[src/rtl/regwin_pkg.sv]
package regwin_pkg;
  localparam int unsigned IDX_W   = 5;
  localparam int unsigned DATA_W  = 32;
  localparam int unsigned BE_W    = DATA_W / 8;
  localparam int unsigned LEN_LSB = 8;
  localparam logic [BE_W-1:0] FULL_BE = '1;

  typedef struct packed {
    logic [IDX_W-1:0] len;
    logic [IDX_W-1:0] start;
  } win_cfg_t;
endpackage

[src/rtl/regwin_cfg.sv]
module regwin_cfg
  import regwin_pkg::*;
(
  input  logic              clk_i,
  input  logic              rst_ni,
  input  logic              wr_i,
  input  logic [DATA_W-1:0] wdata_i,
  output win_cfg_t          cfg_o,
  output logic [DATA_W-1:0] rdata_o
);
  win_cfg_t cfg_q;

  always_ff @(posedge clk_i or negedge rst_ni) begin
    if (!rst_ni) cfg_q <= '0;
    else if (wr_i) begin
      cfg_q.start <= wdata_i[IDX_W-1:0];
      cfg_q.len   <= wdata_i[LEN_LSB +: IDX_W];
    end
  end

  // reserved bits are not stored
  always_comb begin
    rdata_o = '0;
    rdata_o[IDX_W-1:0]        = cfg_q.start;
    rdata_o[LEN_LSB +: IDX_W] = cfg_q.len;
  end

  assign cfg_o = cfg_q;
endmodule

[src/rtl/regwin_ptr.sv]
module regwin_ptr
  import regwin_pkg::*;
(
  input  logic             clk_i,
  input  logic             rst_ni,
  input  logic             clr_i,
  input  logic             step_i,
  input  win_cfg_t         cfg_i,
  output logic [IDX_W-1:0] idx_o,
  output logic [IDX_W-1:0] pos_o,
  output logic             last_o
);
  logic [IDX_W-1:0] pos_q;

  assign last_o = (pos_q == cfg_i.len);

  always_ff @(posedge clk_i or negedge rst_ni) begin
    if (!rst_ni)     pos_q <= '0;
    else if (clr_i)  pos_q <= '0;
    else if (step_i) pos_q <= last_o ? '0 : pos_q + 1'b1;
  end

  // natural truncation gives modulo-32 wrap
  assign idx_o = cfg_i.start + pos_q;
  assign pos_o = pos_q;
endmodule

[src/rtl/regwin_burst_seq.sv]
module regwin_burst_seq
  import regwin_pkg::*;
#(
  parameter int unsigned BUS_AW = 8,
  parameter int unsigned RF_AW  = 12,
  parameter logic [BUS_AW-1:0] CFG_OFS = 8'h48,
  parameter logic [BUS_AW-1:0] WIN_OFS = 8'h4C,
  parameter logic [RF_AW-1:0]  RF_BASE = '0
) (
  input  logic              clk_i,
  input  logic              rst_ni,
  input  logic              bus_req_i,
  input  logic              bus_we_i,
  input  logic [BUS_AW-1:0] bus_addr_i,
  input  logic [BE_W-1:0]   bus_be_i,
  input  logic [DATA_W-1:0] bus_wdata_i,
  output logic [DATA_W-1:0] bus_rdata_o,
  output logic              rf_req_o,
  output logic              rf_we_o,
  output logic [RF_AW-1:0]  rf_addr_o,
  output logic [DATA_W-1:0] rf_wdata_o,
  input  logic [DATA_W-1:0] rf_rdata_i
);
  localparam int unsigned OFS_W = IDX_W + 2;

  logic              word_acc, hit_cfg, hit_win, cfg_wr, cfg_rd;
  logic [DATA_W-1:0] cfg_rdata;
  logic [IDX_W-1:0]  idx, pos;
  logic              last;
  win_cfg_t          cfg;

  assign word_acc = bus_req_i && (bus_be_i == FULL_BE);
  assign hit_cfg  = word_acc && (bus_addr_i == CFG_OFS);
  assign hit_win  = word_acc && (bus_addr_i == WIN_OFS);
  assign cfg_wr   = hit_cfg && bus_we_i;
  assign cfg_rd   = hit_cfg && !bus_we_i;

  regwin_cfg u_cfg (
    .clk_i   (clk_i),
    .rst_ni  (rst_ni),
    .wr_i    (cfg_wr),
    .wdata_i (bus_wdata_i),
    .cfg_o   (cfg),
    .rdata_o (cfg_rdata)
  );

  regwin_ptr u_ptr (
    .clk_i  (clk_i),
    .rst_ni (rst_ni),
    .clr_i  (cfg_wr),
    .step_i (hit_win),
    .cfg_i  (cfg),
    .idx_o  (idx),
    .pos_o  (pos),
    .last_o (last)
  );

  assign rf_req_o   = hit_win;
  assign rf_we_o    = hit_win && bus_we_i;
  assign rf_addr_o  = RF_BASE + RF_AW'({idx, 2'b00});
  assign rf_wdata_o = bus_wdata_i;

  always_comb begin
    bus_rdata_o = '0;
    if (cfg_rd)                      bus_rdata_o = cfg_rdata;
    else if (hit_win && !bus_we_i)   bus_rdata_o = rf_rdata_i;
  end

  logic unused_ofs;
  assign unused_ofs = ^{OFS_W[0], last};
endmodule

[config.mk]
export PLATFORM = sky130hd
export DESIGN_NAME = regwin_burst_seq
export DESIGN_NICKNAME = d
export VERILOG_FILES = /design/src/rtl/regwin_pkg.sv /design/src/rtl/regwin_cfg.sv /design/src/rtl/regwin_ptr.sv /design/src/rtl/regwin_burst_seq.sv
export SDC_FILE = /design/constraint.sdc
export NUM_CORES = 1
export LEC_CHECK = 0
export BUFFER_PORTS_ARGS = -buffer_cell sky130_fd_sc_hd__buf_4
export CAP_MARGIN = 30
export CORE_ASPECT_RATIO = 1.2
export CORE_MARGIN = 3
export CORE_UTILIZATION = 38
export CTS_BUF_LIST = sky130_fd_sc_hd__clkbuf_8 sky130_fd_sc_hd__clkbuf_16
export CTS_CLUSTER_DIAMETER = 80
export DETAILED_ROUTE_END_ITERATION = 8
export PLACE_DENSITY = 0.86
export REMOVE_ABC_BUFFERS = 1
export SLEW_MARGIN = 20
export SYNTH_ARGS = -nofsm -noshare
export SYNTH_HDL_FRONTEND = slang
export SYNTH_SLANG_ARGS = --single-unit
export TNS_END_PERCENT = 10
[constraint.sdc]
create_clock -name clk_i -period 4.55 [get_ports clk_i]
set_input_delay 0.6825 -clock clk_i [delete_from_list [all_inputs] [get_ports clk_i]]
set_output_delay 0.6825 -clock clk_i [all_outputs]
set_load 0.005 [all_outputs]
==> summary by stage <==
Timing
The post-route worst setup slack is 1.24 ns. For the pin with the worst max-slew slack, the measured transition is 0.616 ns. After layout, the worst path uses 72.8% of the clock period.

The setup violation total in the final timing report is 0. The timing-limited maximum frequency is 302 MHz. The routed design could run at a clock period as short as 3.31 ns. Setup repair after global routing left no endpoint under its margin.

Measured against its own limit, the worst slew margin works out to 58.5%. Summed over all failing endpoints, the final setup total negative slack is 0 ns. The final hold violation count was 0. The final-report max-slew violation count is 0.

The final clock skew is 0.000736 ns.

CTS
After clock tree synthesis, the clock-pin slew on the worst setup and hold paths is 0.06 ns. The number of clock sinks seen by CTS is 15. Post-CTS repair changed the size of 0 cells.

The number of buffers inserted by hold repair at cts is 0. TritonCTS built the clock tree. The number of setup buffers added after CTS is 0.

Clock tree synthesis inserted a total of 3 buffers. The clock root buffer master is sky130_fd_sc_hd__clkbuf_8. At the later pin of the worst-skew pair, clock insertion delay measures 0.24 ns. In this run the number of H-tree levels came out at 1. The clock passes through at most 2 buffers.

Place
The HPWL after detailed placement is 4.72 mm. The routability congestion estimate from global placement is 0.806. The worst slack at placement is 1.06 ns.

The number of input and output port buffers inserted is 106.

Logic synthesis
The synthesized netlist devotes 5.42% of its cell area to adder and majority cells. For this run, the leading register cell type out of synthesis is sky130_fd_sc_hd__dfrtp_1. The share of synthesized area occupied by flip-flops and latches is 24.6%. In the post-synthesis netlist, the biggest area contributors are sky130_fd_sc_hd__dfrtp_1, sky130_fd_sc_hd__buf_4, sky130_fd_sc_hd__and2_1. After synthesis, the share of cell area in mux cells is 14.6%. Summing the areas of all compound-gate instances in the mapped netlist gives 5.99% of the synthesized area.

The number of instances in the synthesized netlist is 168. After Yosys synthesis, and, or, nand and nor cells account for 21.8% of the synthesized area. The number of enable-type register cells in the synthesized netlist is 0. The synthesized netlist occupies a cell area of 1520 um2. The proportion of register bits with asynchronous set or reset after synthesis is 100%. The count of cell types in the netlist is 31.

Synthesis inferred 15 register bits. By area, the combinational part of the netlist is dominated by buffers and inverters. The biggest area contributor in the post-synthesis netlist is sky130_fd_sc_hd__dfrtp_1. Summing the areas of all xor and xnor instances in the mapped netlist gives 5.17% of the synthesized area. For this run, the number of Yosys warnings is 0.

The post-synthesis average cell area is 9.07 um2. Summed over its instances, the top area cell type makes up 24.6% of the synthesized netlist area.

Floorplanning
The floorplan die area is 4810 um2. The floorplan step set the die width to 63.8 um. The height of the die is 75.4 um. The number of I/O pins is 158. The standard-cell row count is 24. The initial utilization of the core area, before any placement, comes to 40.6%. The core region is 3750 um2.

Global route
Global routing used 21.0% of the available tracks across all layers. For this run the aggregate overflow at the end of global routing stands at 0. The initial antenna violation count was 0. The via count of the first global-routing pass is 1215. The first global-routing pass estimated 7.16 mm of wire.

The maximum number of pins on one net before global-route repair is 23.

Setup path
Traced cell by cell, the critical path runs through buf_4, nor4b_2, nand4_1, nor2_1, buf_4, and2_1, buf_4. The number of logic stages on the critical path including buffering is 7. In this run the worst path has a maximum fanout of 13. The delay of the slowest critical-path stage is 0.54 ns. The slowest stage of the critical path belongs to the cell sky130_fd_sc_hd__nor2_1. The worst endpoint required time is 3.87 ns. Data arrives at the worst endpoint at 2.63 ns. The critical path buffer and inverter count is 3. On the critical path the largest part of the delay comes from simple AND/OR/NAND/NOR gates. The most numerous cell on the critical path is sky130_fd_sc_hd__buf_4. STA classifies the critical path startpoint as an input port. STA classifies the critical path endpoint as an output pin. The critical path class is input port to output pin. The depth of the worst register-to-register path is 4.

Power and ir drop
The maximum VDD drop is 0.109 mV. Power comes to 0.302 mW. For this design the static power due to leakage is 1.18 nW. Dividing total power by cell area gives a power density of 140 nW/um2.

Route
The average wire per standard cell is 18.1 um. After detailed routing, the total wire length is 5.33 mm. For this run, the detailed router's first-pass iteration total came to 4. Detailed routing inserted a total of 1360 vias. After detailed routing, the number of vias per cell comes to 4.63. In the routed design, unresolved DRC markers number 0. In this run, the number of DRC markers left after iteration 0 of detailed routing was 26. The count of nets left with antenna violations once routing finished came out at 0.

Status
The run finished with clean final reports.

Layout
Cells fill 57.3% of the core in the end. Relative to the synthesized area, the layout overhead comes to 41.1%. In the final layout, the share of cells above drive strength 1 is 52.9%. Leaving out fill and tap cells, the most frequent cells in the layout are sky130_fd_sc_hd__buf_4, sky130_fd_sc_hd__and2_1, sky130_fd_sc_hd__dfrtp_1. The most common cell after layout, fill and taps aside is sky130_fd_sc_hd__buf_4.

The number of antenna cells inserted is 0. In the final design database the tool counted 329 nets.

Job
The total of max-cap violations is 0.

Hold path
In this run the worst hold path is classified as input port to async pin.
==> per-layer routing <==
layer	track usage [%]	part of all wire [%]	vias to the layer above	wire (um)
met5	7.29	0.98	-	52
met1	17.8	30	601	1580
met4	5.52	1.5	2	79
li1	-	-	666	-
met3	16.1	17	6	932
met2	37.7	50	85	2690
==> cell type report <==
| cell class | count | area (um2) |
|---|---|---|
| flip-flops and latches | 15 | 375 |
| well taps | 52 | 65.1 |
| clock buffers | 3 | 41.3 |
| inverters | 7 | 26.3 |
| clock inverters | 1 | 3.75 |
| multi-input cells | 109 | 835 |
| fillers | 358 | 1600 |
| repair buffers | 107 | 803 |
==> final timing paths <==
kind,startpoint,endpoint,slack (ns)
min in group clk_i,u_cfg.cfg_o[6],u_cfg.cfg_o[6],0.55
worst max-delay path,bus_addr_i[1],bus_rdata_o[31],1.24
worst min-delay path,rst_ni,u_cfg.cfg_o[3],0.28
worst min register to register,u_cfg.cfg_o[6],u_cfg.cfg_o[6],0.55
max in group asynchronous,rst_ni,u_cfg.cfg_o[0],4.09
worst max register to register,u_ptr.pos_o[1],u_ptr.pos_o[1],3.06
==> flip-flops by register name, indices dropped and copies added (netlist names) <==
signal       count
u_cfg.cfg_o     10
u_ptr.pos_o      5
==> cell families (layout without fill, tap and decap cells) <==
logic type | count (synthesis) | in the layout
buffers and inverters | 50 | 118
muxes | 21 | 21
adders and majority gates | 6 | 6
other | 1 | 7
AOI/OAI and AO/OA | 13 | 13
DFF | 15 | 15
and+or+nand+nor | 53 | 53
xor gates and xnor gates | 9 | 9
==> where the power goes <==
group          switching (mW)  internal (mW)
sequential           0.000359          0.134
clock                  0.0444         0.0596
combinational          0.0214         0.0422
total                  0.0662          0.236
==> through the flow <==
step / hold WS, ns / area, um2 / cells
6_report: 0.282 / 2150 / 294
3_3_place_gp: 0.521 / 2100 / 289
4_1_cts: 0.282 / 2140 / 293
2_1_floorplan: 0.387 / 1240 / 131
3_5_place_dp: 0.541 / 2100 / 289
5_1_grt: 0.289 / 2150 / 294
==> synth_stat cells (all sizes together), types with 2 or more instances <==
cell type	instances
a21oi	2
dfrtp	15
xor2	4
nor3	2
mux2	10
nand3	4
or2	2
mux2i	11
inv	7
nand4	2
a22o	4
buf	40
clkbuf	3
xnor2	5
and2	22
nor2	13
o21ai	3
nand2	2
a21o	2
and4bb	2
nor4b	2
ha	5
(Power assumes the default switching activity.)
